File: config.mk
export PLATFORM = sky130hd
export DESIGN_NAME = io_perm_dp
export DESIGN_NICKNAME = d
export VERILOG_FILES = /design/src/rtl/io_perm_pkg.sv /design/src/rtl/io_perm_dp.sv
export SDC_FILE = /design/constraint.sdc
export NUM_CORES = 1
export LEC_CHECK = 0
export ABC_AREA = 1
export BUFFER_PORTS_ARGS = -buffer_cell sky130_fd_sc_hd__clkbuf_2
export CAP_MARGIN = 25
export CORE_MARGIN = 1.5
export CORE_UTILIZATION = 53
export CTS_CLUSTER_DIAMETER = 120
export CTS_CLUSTER_SIZE = 8
export DETAILED_ROUTE_END_ITERATION = 10
export GPL_ROUTABILITY_DRIVEN = 0
export GPL_TIMING_DRIVEN = 0
export HOLD_SLACK_MARGIN = 0.12
export PLACE_DENSITY = 0.83
export SLEW_MARGIN = 30
export SYNTH_ARGS = -nofsm -noshare
export SYNTH_HDL_FRONTEND = slang
export SYNTH_SLANG_ARGS = --single-unit
File: constraint.sdc
create_clock -name clk -period 4.1 [get_ports clk]
set_clock_uncertainty 0.15 [all_clocks]
set_input_delay 0.82 -clock clk [delete_from_list [all_inputs] [get_ports clk]]
set_output_delay 0.82 -clock clk [all_outputs]
set_load 0.005 [all_outputs]
File: src/rtl/io_perm_pkg.sv
package io_perm_pkg;

  typedef enum logic [1:0] {
    ST_IDLE = 2'd0,
    ST_RD0  = 2'd1,
    ST_RD1  = 2'd2,
    ST_EVAL = 2'd3
  } stateT;

  localparam logic [2:0] CLS_PIN  = 3'd0;
  localparam logic [2:0] CLS_POUT = 3'd1;
  localparam logic [2:0] CLS_SIN  = 3'd2;
  localparam logic [2:0] CLS_SOUT = 3'd3;

  localparam int QUAL_W      = 32;
  localparam int Q_IN_BIT    = 0;
  localparam int Q_STR_BIT   = 2;
  localparam int Q_REP_BIT   = 3;
  localparam int Q_SIZE_LSB  = 4;
  localparam int Q_SIZE_CNT  = 3;
  localparam int Q_PORT_LSB  = 16;

  typedef struct packed {
    logic capture;
    logic loadLo;
    logic loadHi;
    logic finishNone;
    logic finishErr;
    logic finishEval;
  } ctrlStrobeT;

endpackage

File: src/rtl/io_perm_dp.sv
module io_perm_dp
  import io_perm_pkg::*;
#(
  parameter int ADDR_W = 32,
  parameter int IP_W   = 64,
  parameter int PORT_W = 16,
  parameter int INFO_W = 64
) (
  input  logic              clk,
  input  logic              rstN,
  input  ctrlStrobeT        stb,
  input  logic              reqHi,
  input  logic [PORT_W-1:0] portNum,
  input  logic [2:0]        accLen,
  input  logic [2:0]        instrClass,
  input  logic              repPrefix,
  input  logic [IP_W-1:0]   instrPtr,
  input  logic [ADDR_W-1:0] bitmapBase,
  input  logic [7:0]        memRspData,
  output logic              cmdLegal,
  output logic [ADDR_W-1:0] memReqAddr,
  output logic              doneValid,
  output logic              exitReq,
  output logic              errFlag,
  output logic [INFO_W-1:0] exitInfo1,
  output logic [IP_W-1:0]   exitInfo2
);

  localparam int IDX_W = PORT_W - 3;
  localparam int WIN_W = 16;

  logic [PORT_W-1:0] portQ;
  logic [2:0]        lenQ;
  logic [2:0]        clsQ;
  logic              repQ;
  logic [IP_W-1:0]   ipQ;
  logic [ADDR_W-1:0] baseQ;
  logic [7:0]        loByte, hiByte;

  // Legality of the live command, used by the controller at start time.
  logic liveLenOk;
  assign liveLenOk = (accLen == 3'd1) || (accLen == 3'd2) || (accLen == 3'd4);
  assign cmdLegal  = liveLenOk && (instrClass <= CLS_SOUT);

  always_ff @(posedge clk) begin
    if (!rstN) begin
      portQ  <= '0;
      lenQ   <= '0;
      clsQ   <= '0;
      repQ   <= 1'b0;
      ipQ    <= '0;
      baseQ  <= '0;
      loByte <= '0;
      hiByte <= '0;
    end else begin
      if (stb.capture) begin
        portQ <= portNum;
        lenQ  <= accLen;
        clsQ  <= instrClass;
        repQ  <= repPrefix;
        ipQ   <= instrPtr;
        baseQ <= bitmapBase;
      end
      if (stb.loadLo) loByte <= memRspData;
      if (stb.loadHi) hiByte <= memRspData;
    end
  end

  // Byte addresses of the two bitmap reads.
  logic [ADDR_W-1:0] byteIdx, loAddr;
  assign byteIdx    = {{(ADDR_W-IDX_W){1'b0}}, portQ[PORT_W-1:3]};
  assign loAddr     = baseQ + byteIdx;
  assign memReqAddr = reqHi ? (loAddr + 1'b1) : loAddr;

  // Size flags, one per supported length (1 << i bytes).
  logic [Q_SIZE_CNT-1:0] sizeFlag;
  for (genvar gi = 0; gi < Q_SIZE_CNT; gi++) begin : g_size
    assign sizeFlag[gi] = (lenQ == 3'(1 << gi));
  end

  logic [WIN_W-1:0] lenBits, mask, window;
  always_comb begin
    lenBits = '0;
    for (int k = 0; k < 4; k++) begin
      if (k < int'(lenQ)) lenBits[k] = 1'b1;
    end
  end
  assign mask   = lenBits << portQ[2:0];
  assign window = {hiByte, loByte};

  logic hit;
  assign hit = |(window & mask);

  logic isIn, isStr;
  assign isIn  = (clsQ == CLS_PIN) || (clsQ == CLS_SIN);
  assign isStr = (clsQ == CLS_SIN) || (clsQ == CLS_SOUT);

  logic [QUAL_W-1:0] qual;
  always_comb begin
    qual = '0;
    qual[Q_IN_BIT]  = isIn;
    qual[Q_STR_BIT] = isStr;
    qual[Q_REP_BIT] = isStr & repQ;
    qual[Q_SIZE_LSB +: Q_SIZE_CNT] = sizeFlag;
    qual[Q_PORT_LSB +: PORT_W]     = portQ;
  end

  logic anyFinish, takeExit;
  assign anyFinish = stb.finishNone | stb.finishErr | stb.finishEval;
  assign takeExit  = stb.finishEval & hit;

  always_ff @(posedge clk) begin
    if (!rstN) begin
      doneValid <= 1'b0;
      exitReq   <= 1'b0;
      errFlag   <= 1'b0;
      exitInfo1 <= '0;
      exitInfo2 <= '0;
    end else begin
      doneValid <= anyFinish;
      exitReq   <= takeExit;
      errFlag   <= stb.finishErr;
      if (anyFinish) begin
        exitInfo1 <= takeExit ? INFO_W'(qual) : '0;
        exitInfo2 <= takeExit ? ipQ : '0;
      end
    end
  end

endmodule

### After elaboration in Yosys (flattened, before gate mapping)

Cells that the tools add are included.

| operators by class | value |
|---|---|
| $add $sub $neg | 2 |
| order comparisons | 5 |
| eq/ne operators | 8 |
| shifts and indexed selects | 1 |
| muxes and demuxes | 7 |
| bitwise operators | 5 |
| reductions and logical operators | 7 |

Operator list:

| operator | count |
|---|---|
| $mux 32 | 2 |
| $mux 64 | 1 |
| $add 32x1->32 const B | 1 |
| $add 32x13->32 | 1 |
| $and 16x16->16 | 1 |
| $reduce_or 16->1 | 1 |
| $shl 4x3->16 | 1 |
| $eq 3x2->1 const B | 4 |
| $eq 3x1->1 const B | 2 |
| $eq 3x3->1 const B | 2 |
| $lt 1x3->1 const A | 2 |
| $lt 2x3->1 const A | 2 |
| $logic_or 1x1->1 | 4 |
| $mux 1 | 4 |
| $le 3x2->1 const B | 1 |
| $logic_not 3->1 | 1 |
| $and 1x1->1 | 2 |
| $or 1x1->1 | 2 |
| $logic_and 1x1->1 | 1 |

| word-level totals | value |
|---|---|
| register bits after elaboration | 266 |
| output and inout bits | 164 |
| word-level logic and storage cells | 48 |

### Depth between registers and ports, before layout

Gate-level depths: netlist (run 1).

| depth | value |
|---|---|
| word-level depth | 7 |
| mapped depth | 20 |

### Worst setup path before layout (run 1)

No wires, ideal clock.

| path | value |
|---|---|
| path type | register to output |
| start point | register portQ[3] |
| end point | output port memReqAddr[30] |
| arrival time | 2311 ps |
| data required time | 3130 ps |
| setup slack | 819 ps |
| stages on the path, launching flop included | 16 |
| cells stage by stage | dfxtp_1 -> ha_1 -> fa_1 -> ha_1 -> nand3_1 -> nor2_4 -> nand3_2 -> nor2_4 -> nand2_2 -> nor2_4 -> nand2_4 -> nor2_8 -> nand2_2 -> nand2_1 -> nand2_1 -> inv_1 |

| between the ends | value |
|---|---|
| word-level cells in the longest chain between the ends | 3 |

RTL lines:

| element | RTL line | RTL |
|---|---|---|
| from (decl) | io_perm_dp.sv:32 | `logic [PORT_W-1:0] portQ;` |
| from (signal assigned) | io_perm_dp.sv:57 | `portQ <= portNum;` |
| $add 32x13->32 (*) | io_perm_dp.sv:72 | `assign loAddr = baseQ + byteIdx;` |
| $add 32x1->32 | io_perm_dp.sv:73 | `assign memReqAddr = reqHi ? (loAddr + 1'b1) : loAddr;` |
| $mux 32 (*) | io_perm_dp.sv:73 |  |
| to (decl) | io_perm_dp.sv:21 | `output logic [ADDR_W-1:0] memReqAddr,` |

Mark *: on every way between the ends. The rest lies on a longest branch, timed or not.

### Worst setup path in the final report (run 1)

| path | value |
|---|---|
| start point | register portQ[5] |
| end point | output port memReqAddr[31] |

Same word-level chain as after synthesis.

==> metrics.md, run 1 <==
| Metric | Value |
|---|---|
| Largest net degree at the start of global routing | `16` |
| Pwr Total | `5.26 mW` |
| Critical Path End Type | `primary output` |
| Starting Density | `a little over half` |
| Top cells by area, synth | `dfxtp_1 (41%), nand2_1 (13%), nor2_1 (8.9%)` |
| Logic pwr share | `around 15%` |
| Post-DP HPWL | `approximately 24000 um` |
| Pint | `a little under 4 mW` |
| Hold_buf cts | `0` |
| Clock sink count | `approximately 220` |
| Req. time, crit path | `about 3.1 ns` |
| Worst path arrival time | `roughly 3.0 ns` |
| Sw frac | `between 20% and 30%` |
| Multi-input logic area | `around 0.0057 sq mm` |
| Tot GR Track Use | `between 20% and 30%` |
| Sequential cell area | `~0.0044 sq mm` |
| Area Growth Syn to Fin | `27.1%` |
| CP max FO | `8` |
| Worst slack, placed | `between 0.3 and 0.4 ns` |
| DIE HEIGHT | `around 150 um` |
| CTS tree | `done` |
| Worst slew margin | `around 48%` |
| Clock power share | `about two fifths` |
| Leakage power | `6.98 nW` |
| H-tree levels | `1` |
| Yosys top cell area share | `between 40% and 50%` |
| Register area share after synthesis | `between 40% and 50%` |
| Min Tclk post-route | `slightly below 4 ns` |
| VDD IR-drop max | `slightly above 0.0004 V` |
| Worst-Margin Slew | `between 0.7 and 0.8 ns` |
| FP Rows | `52` |
| Crit start category | `register` |
| Pwr dens | `384 mW/mm^2` |
| Clock root cell | `clkbuf_16` |
| Layout net count | `a little over 2000` |
| PortBufs | `between 200 and 300` |
| Yosys reg bits | `around 220` |
| RSZ-0062 raised after global routing | `true` |
| I/O pin count | `300` |
| Final critical-path share of the clock period | `just under 100%` |
| Wire per inst | `about 15 um` |
| Initial antenna violation count | `0` |
| First-pass GRT wire length | `50400 um` |
| DRT iter0 DRCs | `612` |
| Post-synthesis cell type count | `36` |
| Vias | `roughly 11000` |
| Fill count | `1717` |
| Worst-path clk slew | `0.05 ns` |
| Hold WC Path Type | `reg2reg` |
| Count leader, synth | `nand2_1` |
| CTS Buf Count | `31` |
| Die area | `0.0212 sq mm` |
| CP startpoint | `portQ[5]$_SDFFE_PN0P_` |
| # setup viols final | `0` |
| Total of max-cap violations | `0` |
| Antenna viol nets, final | `0` |
| Total gr overflow | `0` |
| Synthesized cell area | `approximately 0.011 sq mm` |
| Ys Warns | `0` |
| Fin. Hold Viols | `0` |
| DRC errors left | `0` |
| Post-synth top area cell | `dfxtp_1` |
| Ys flop type | `dfxtp_1` |
| Antenna Cells | `0` |
| Mapped Cells | `about 1600` |
| First-pass DRT Iterations | `5` |
| Sequential share of power | `approximately 44%` |
| Core area | `0.0201 sq mm` |
| Status | `finished, final reports clean` |
| Number of global-route vias before repair | `about 11000` |
| Fin worst setup slack | `0.122 ns` |
| EDFF count, synth | `0` |
| Min-delay src | `ipQ[16]$_SDFFE_PN0P_` |
| Skew-Pair Late Insertion Delay | `0.53 ns` |
| Critical path class | `reg2out` |
| Via-per-instance ratio | `around 5.2` |
| Max-slew violations | `0` |
| Worst r2r src | `portQ[0]$_SDFFE_PN0P_` |
| Avg Cell Area, Syn | `about 6.8 sq um` |
| Share of layout cells above drive strength 1 | `a little over a quarter` |
| Peak Freq | `0.251 GHz` |
| List of most frequent post-synthesis cells | `nand2_1 (377), nor2_1 (256), dfxtp_1 (219)` |
| Sw Pwr | `about 1.4 mW` |
| Horiz. Die Dim | `~150 um` |
| Routed wire length | `32100 um` |
| Asr flop ratio synth | `0%` |
| Max Root-Sink Buffers | `3` |
==> power groups by stage <==
stage	clock, mW	combinational [mW]	sequential [mW]
final	2.16	0.779	2.32
after global routing	2.26	0.869	2.33
after detailed placement	0	0.728	2.36
after global placement	0	0.712	2.35
after floorplan	0	0.475	2.34
after CTS	2.17	0.738	2.32
==> stage by stage <==
stage | instance area, sq um | hold WS, ns | TNS (ns) | utilization [%] | instances
after floorplan | 10900 | 0.263 | 0 | - | 1624
after global placement | 12600 | 0.270 | 0 | 62.4 | 2149
after detailed placement | 12600 | 0.276 | 0 | 62.5 | 2149
after CTS | 13400 | 0.286 | 0 | 66.6 | 2184
after global routing | 13700 | 0.297 | -0.129 | 68.2 | 2190
final | 13700 | 0.285 | 0 | 68.2 | 2190
==> worst paths after layout <==
check / end / slack [ns] / cells after the start
setup / recovery: memReqAddr[31] / 0.12 / 17
hold / removal: exitInfo2[16]$_SDFFE_PN0P_ / 0.29 / 2
setup reg to reg: exitInfo2[46]$_SDFFE_PN0P_ / 1.71 / 14
hold reg to reg: exitInfo2[16]$_SDFFE_PN0P_ / 0.29 / 2
==> flip-flops by register name (all words and copies together), names as in the netlist <==
register,cells
exitInfo2,64
ipQ,64
baseQ,32
exitInfo1,22
portQ,16
loByte,8
clsQ,3
hiByte,3
lenQ,3
doneValid,1
errFlag,1
exitReq,1
repQ,1
==> kinds of logic after synthesis <==
logic type               count (synthesis)  synth area share [%]
AO/OA/AOI/OAI                          186                  8.80
XOR/XNOR                                27                  2.19
adder cells (fa/ha/maj)                 15                  1.81
buffers and inverters                  246                  10.3
flip-flops                             219                  40.6
multiplexers                             1                0.0928
other                                    1                0.0348
AND/OR/NAND/NOR                        888                  36.1
==> what timing repair did <==
item,in CTS,in global routing
endpoints found under the setup margin,11,18
pin swaps,3,21
resized for setup,7,75
setup buffers,2,6
==> per-layer routing <==
| metal | global-route usage [%] | wire length, um |
|---|---|---|
| met2 | 53.4 | 16300 |
| met1 | 32.2 | 12000 |
| met5 | 0 | 0 |
| met3 | 6.55 | 2810 |
| met4 | 10.7 | 986 |
==> cells in the final DEF (no fill, tap or decap), types with 2 or more instances in the layout <==
cell type	count
a21oi_1	37
dfxtp_1	215
clkbuf_2	255
nand2_1	352
o21ai_1	4
a21oi_2	4
clkbuf_1	58
ha_2	10
buf_2	6
inv_2	25
nand2_4	14
dfxtp_2	3
clkinv_1	3
buf_4	51
nor3_2	2
clkbuf_16	31
ha_4	2
nor2_4	15
ha_1	2
xor2_1	19
or2_1	3
xor2_2	2
nand3_1	143
o21bai_1	2
buf_6	2
nor2_2	13
nor2_1	252
nor3_1	5
o21ai_0	137
nand2_2	49
xnor2_1	6
nor4_1	2
nand3_2	14
inv_1	108
conb_1	42
nand4_1	19
nor3_4	2
==> layout make-up <==
cell class / count / share of cell area, %
buffer: 109 / 4.33
clock buffer: 31 / 5.66
clock inverter: 2 / 0.119
inverter: 137 / 3.76
multi-input combinational: 1159 / 41.9
sequential: 219 / 32.0
tap: 270 / 2.46
timing repair buffer: 263 / 9.75
==> worst max-delay path: stages, from the launching register on <==
cell and delay [ns]:
dfxtp_1 0.34, ha_1 0.32, buf_6 0.15, or2_1 0.25, nand3_2 0.12, nand2_2 0.09, nand2_2 0.08, nand2_2 0.08
nand2_1 0.09, nand2_2 0.09, nor2_2 0.11, nand2_2 0.07, nor2_4 0.17, nand3_2 0.11, o21bai_1 0.17, nand2_1 0.08
inv_1 0.06, clkbuf_2 0.10
(Power assumes the default switching activity.)
==> inputs of run 2 (changes only) <==
--- a/config.mk
+++ b/config.mk
@@ -5,18 +5,17 @@
 export SDC_FILE = /design/constraint.sdc
 export NUM_CORES = 1
 export LEC_CHECK = 0
-export ABC_AREA = 1
 export BUFFER_PORTS_ARGS = -buffer_cell sky130_fd_sc_hd__clkbuf_2
 export CAP_MARGIN = 25
 export CORE_MARGIN = 1.5
-export CORE_UTILIZATION = 53
+export CORE_UTILIZATION = 52
 export CTS_CLUSTER_DIAMETER = 120
 export CTS_CLUSTER_SIZE = 8
 export DETAILED_ROUTE_END_ITERATION = 10
 export GPL_ROUTABILITY_DRIVEN = 0
 export GPL_TIMING_DRIVEN = 0
 export HOLD_SLACK_MARGIN = 0.12
-export PLACE_DENSITY = 0.83
+export PLACE_DENSITY = 0.82
 export SLEW_MARGIN = 30
 export SYNTH_ARGS = -nofsm -noshare
 export SYNTH_HDL_FRONTEND = slang
==> metrics.md, run 2 <==
| Metric | Value |
|---|---|
| Status | `finished, violations left` |
| Failing checks | `setup timing` |
| Total gr overflow | `0` |
| Worst-path clk slew | `0.06 ns` |
| Top cells by area, synth | `dfxtp_1 (44%), mux2i_1 (13%), nor2b_1 (8.4%)` |
| Hold path depth | `1` |
| # setup viols final | `23` |
| DRC errors left | `0` |
| Largest net degree at the start of global routing | `17` |
| Worst path arrival time | `approximately 4.1 ns` |
| Worst slack, placed | `-0.724 ns` |
| Req. time, crit path | `around 3.1 ns` |
| List of most frequent post-synthesis cells | `dfxtp_1 (219), nor2b_1 (135), mux2i_1 (130)` |
| EDFF count, synth | `0` |
| PortBufs | `about 260` |
| First-pass DRT Iterations | `5` |
| Initial antenna violation count | `0` |
| Layout Utilization | `71.8%` |
| Pwr dens | `between 300 and 400 mW/mm^2` |
| Leakage power | `slightly above 6 nW` |
| Buf/Inv on CP | `2` |
| Register area share after synthesis | `between 40% and 50%` |
| Hold_buf cts | `0` |
| Crit-path max cell delay | `~0.54 ns` |
| Routed wire length | `just under 30000 um` |
| Area Growth Syn to Fin | `34.7%` |
| Crit-path cells | `ha_1, buf_2, nand2_1, or3_4, o221ai_4, and4_1, xnor2_1, o21bai_1, or4_4, or4_4, xor2_1, buf_2` |
| Clock sink count | `between 200 and 250` |
| Worst-Margin Slew | `approximately 0.86 ns` |
| Commonest non-fill, non-tap cell in the layout | `clkbuf_2` |
| CP max FO | `9` |
| Final critical-path share of the clock period | `124%` |
| H-tree levels | `1` |
| CTS tree | `done` |
| Hold WC Path Type | `reg2reg` |
| CP delay by family, top | `simple AND/OR/NAND/NOR gates` |
| I/O pin count | `300` |
| Clock root cell | `clkbuf_16` |
| Worst path slowest cell | `or4_4` |
| Antenna Cells | `0` |
| Crit start category | `register` |
| Antenna viol nets, final | `0` |
| Total of max-cap violations | `0` |
| Mapped Cells | `slightly below 1000` |
| Fin worst setup slack | `-0.969 ns` |
| Vias | `~9000` |
| First-pass GRT wire length | `42800 um` |
| Tot GR Track Use | `a little over a quarter` |
| Post-synth top area cell | `dfxtp_1` |
| Wire per inst | `around 19 um` |
| Layout net count | `1499` |
| Critical Path End Type | `primary output` |
| Asr flop ratio synth | `0%` |
| Max-slew violations | `0` |
| RSZ-0062 raised after global routing | `true` |
| Critical path class | `reg2out` |
| Yosys top cell area share | `43.8%` |
| Yosys reg bits | `around 220` |
| Horiz. Die Dim | `roughly 140 um` |
| DRT iter0 DRCs | `roughly 630` |
| Min Tclk post-route | `a little over 5 ns` |
| Ys flop type | `dfxtp_1` |
| Avg Cell Area, Syn | `~10 sq um` |
| Levels on crit path | `12` |
| DIE HEIGHT | `142 um` |
| Fin. Hold Viols | `0` |
| Ys Warns | `0` |
| VDD IR-drop max | `0.000303 V` |
| Number of global-route vias before repair | `8475` |
| Post-DP HPWL | `roughly 20000 um` |
| Share of layout cells above drive strength 1 | `a little over a third` |
| R2R depth | `12` |
| Die area | `0.0201 sq mm` |
| Max Root-Sink Buffers | `3` |
| Post-synthesis cell type count | `69` |
| CTS Buf Count | `31` |
| Commonest cells after routing, fill and taps aside | `clkbuf_2 (240), dfxtp_1 (214), nor2b_1 (135)` |
| Fin Hold WS | `approximately 0.31 ns` |
| Biggest regs | `exitInfo2: 64 flops, ipQ: 64 flops, baseQ: 32 flops` |
| Count leader, synth | `dfxtp_1` |
| Worst slew margin | `roughly 43%` |
| Core area | `0.0188 sq mm` |
| Starting Density | `a little over half` |
| Placed instance count | `roughly 1500` |
| Synthesized cell area | `0.0100 sq mm` |
| Skew-Pair Late Insertion Delay | `0.55 ns` |
| Via-per-instance ratio | `5.58` |
| Peak Freq | `just under 0.2 GHz` |
| FP Rows | `50` |
| Fin cells | `between 1500 and 2000` |
run 2: final cells by class:
class,count,area [sq um]
repair buffers,296,1600
plain buffers,104,579
inverters,6,22.5
multi-input cells,690,5790
clock buffers,31,776
fillers,1324,5290
well taps,234,293
flip-flops and latches,219,4390
clock inverters,2,27.5
run 2: worst paths after layout:
check / startpoint / end / slack [ns]
max: baseQ[8]$_SDFFE_PN0P_ / memReqAddr[29] / -0.97
min: ipQ[0]$_SDFFE_PN0P_ / exitInfo2[0]$_SDFFE_PN0P_ / 0.31
max reg2reg: lenQ[1]$_SDFFE_PN0P_ / exitInfo1[29]$_SDFFE_PN0P_ / 0.67
min reg2reg: ipQ[0]$_SDFFE_PN0P_ / exitInfo2[0]$_SDFFE_PN0P_ / 0.31
run 2: metal layers:
| layer | wire, um | vias to the layer above | track usage, % | share of wire (%) |
|---|---|---|---|---|
| li1 | - | 4133 | - | - |
| met1 | 11400 | 4195 | 31.3 | 39 |
| met2 | 14500 | 417 | 46.4 | 49 |
| met3 | 2500 | 77 | 7.29 | 8.5 |
| met4 | 903 | 0 | 9.28 | 3.1 |
| met5 | 0 | - | 0 | 0 |
run 2: logic make-up after synthesis:
logic type,Yosys count,synth area share [%]
other cells,1,0.0375
compound gates,176,14.0
fa+ha+maj,15,1.95
xor+xnor,55,5.04
flops,219,43.8
buf+inv,111,5.96
simple gates,271,16.1
mux,131,13.1
run 2: worst register-to-register path: cells and delay by family (launching register included):
family | cells | cell delay [ns]
flip-flops | 1 | 0.32
buffers and inverters | 3 | 1.49
AO/OA/AOI/OAI | 4 | 0.74
AND/OR/NAND/NOR | 5 | 0.65
run 2: power breakdown:
part	internal (mW)	switching, mW
Combinational	0.343	0.363
Sequential	2.22	0.0658
Clock	1.32	0.879
Total	3.89	1.31
run 2: through the flow:
stage | power, mW | setup TNS [ns] | area [sq um]
2_1_floorplan | 2.71 | -0.170 | 10200
3_3_place_gp | 2.90 | -5.56 | 11800
3_5_place_dp | 2.92 | -5.88 | 11800
4_1_cts | 5.17 | -9.31 | 13200
5_1_grt | 5.38 | -15.05 | 13500
6_report | 5.19 | -12.01 | 13500
run 2: what timing repair did:
action,in CTS,in global routing
setup endpoints to repair,24,23
buffers inserted,27,15
hold endpoints to repair,0,0
pin swaps,27,33
gates resized for setup,72,54
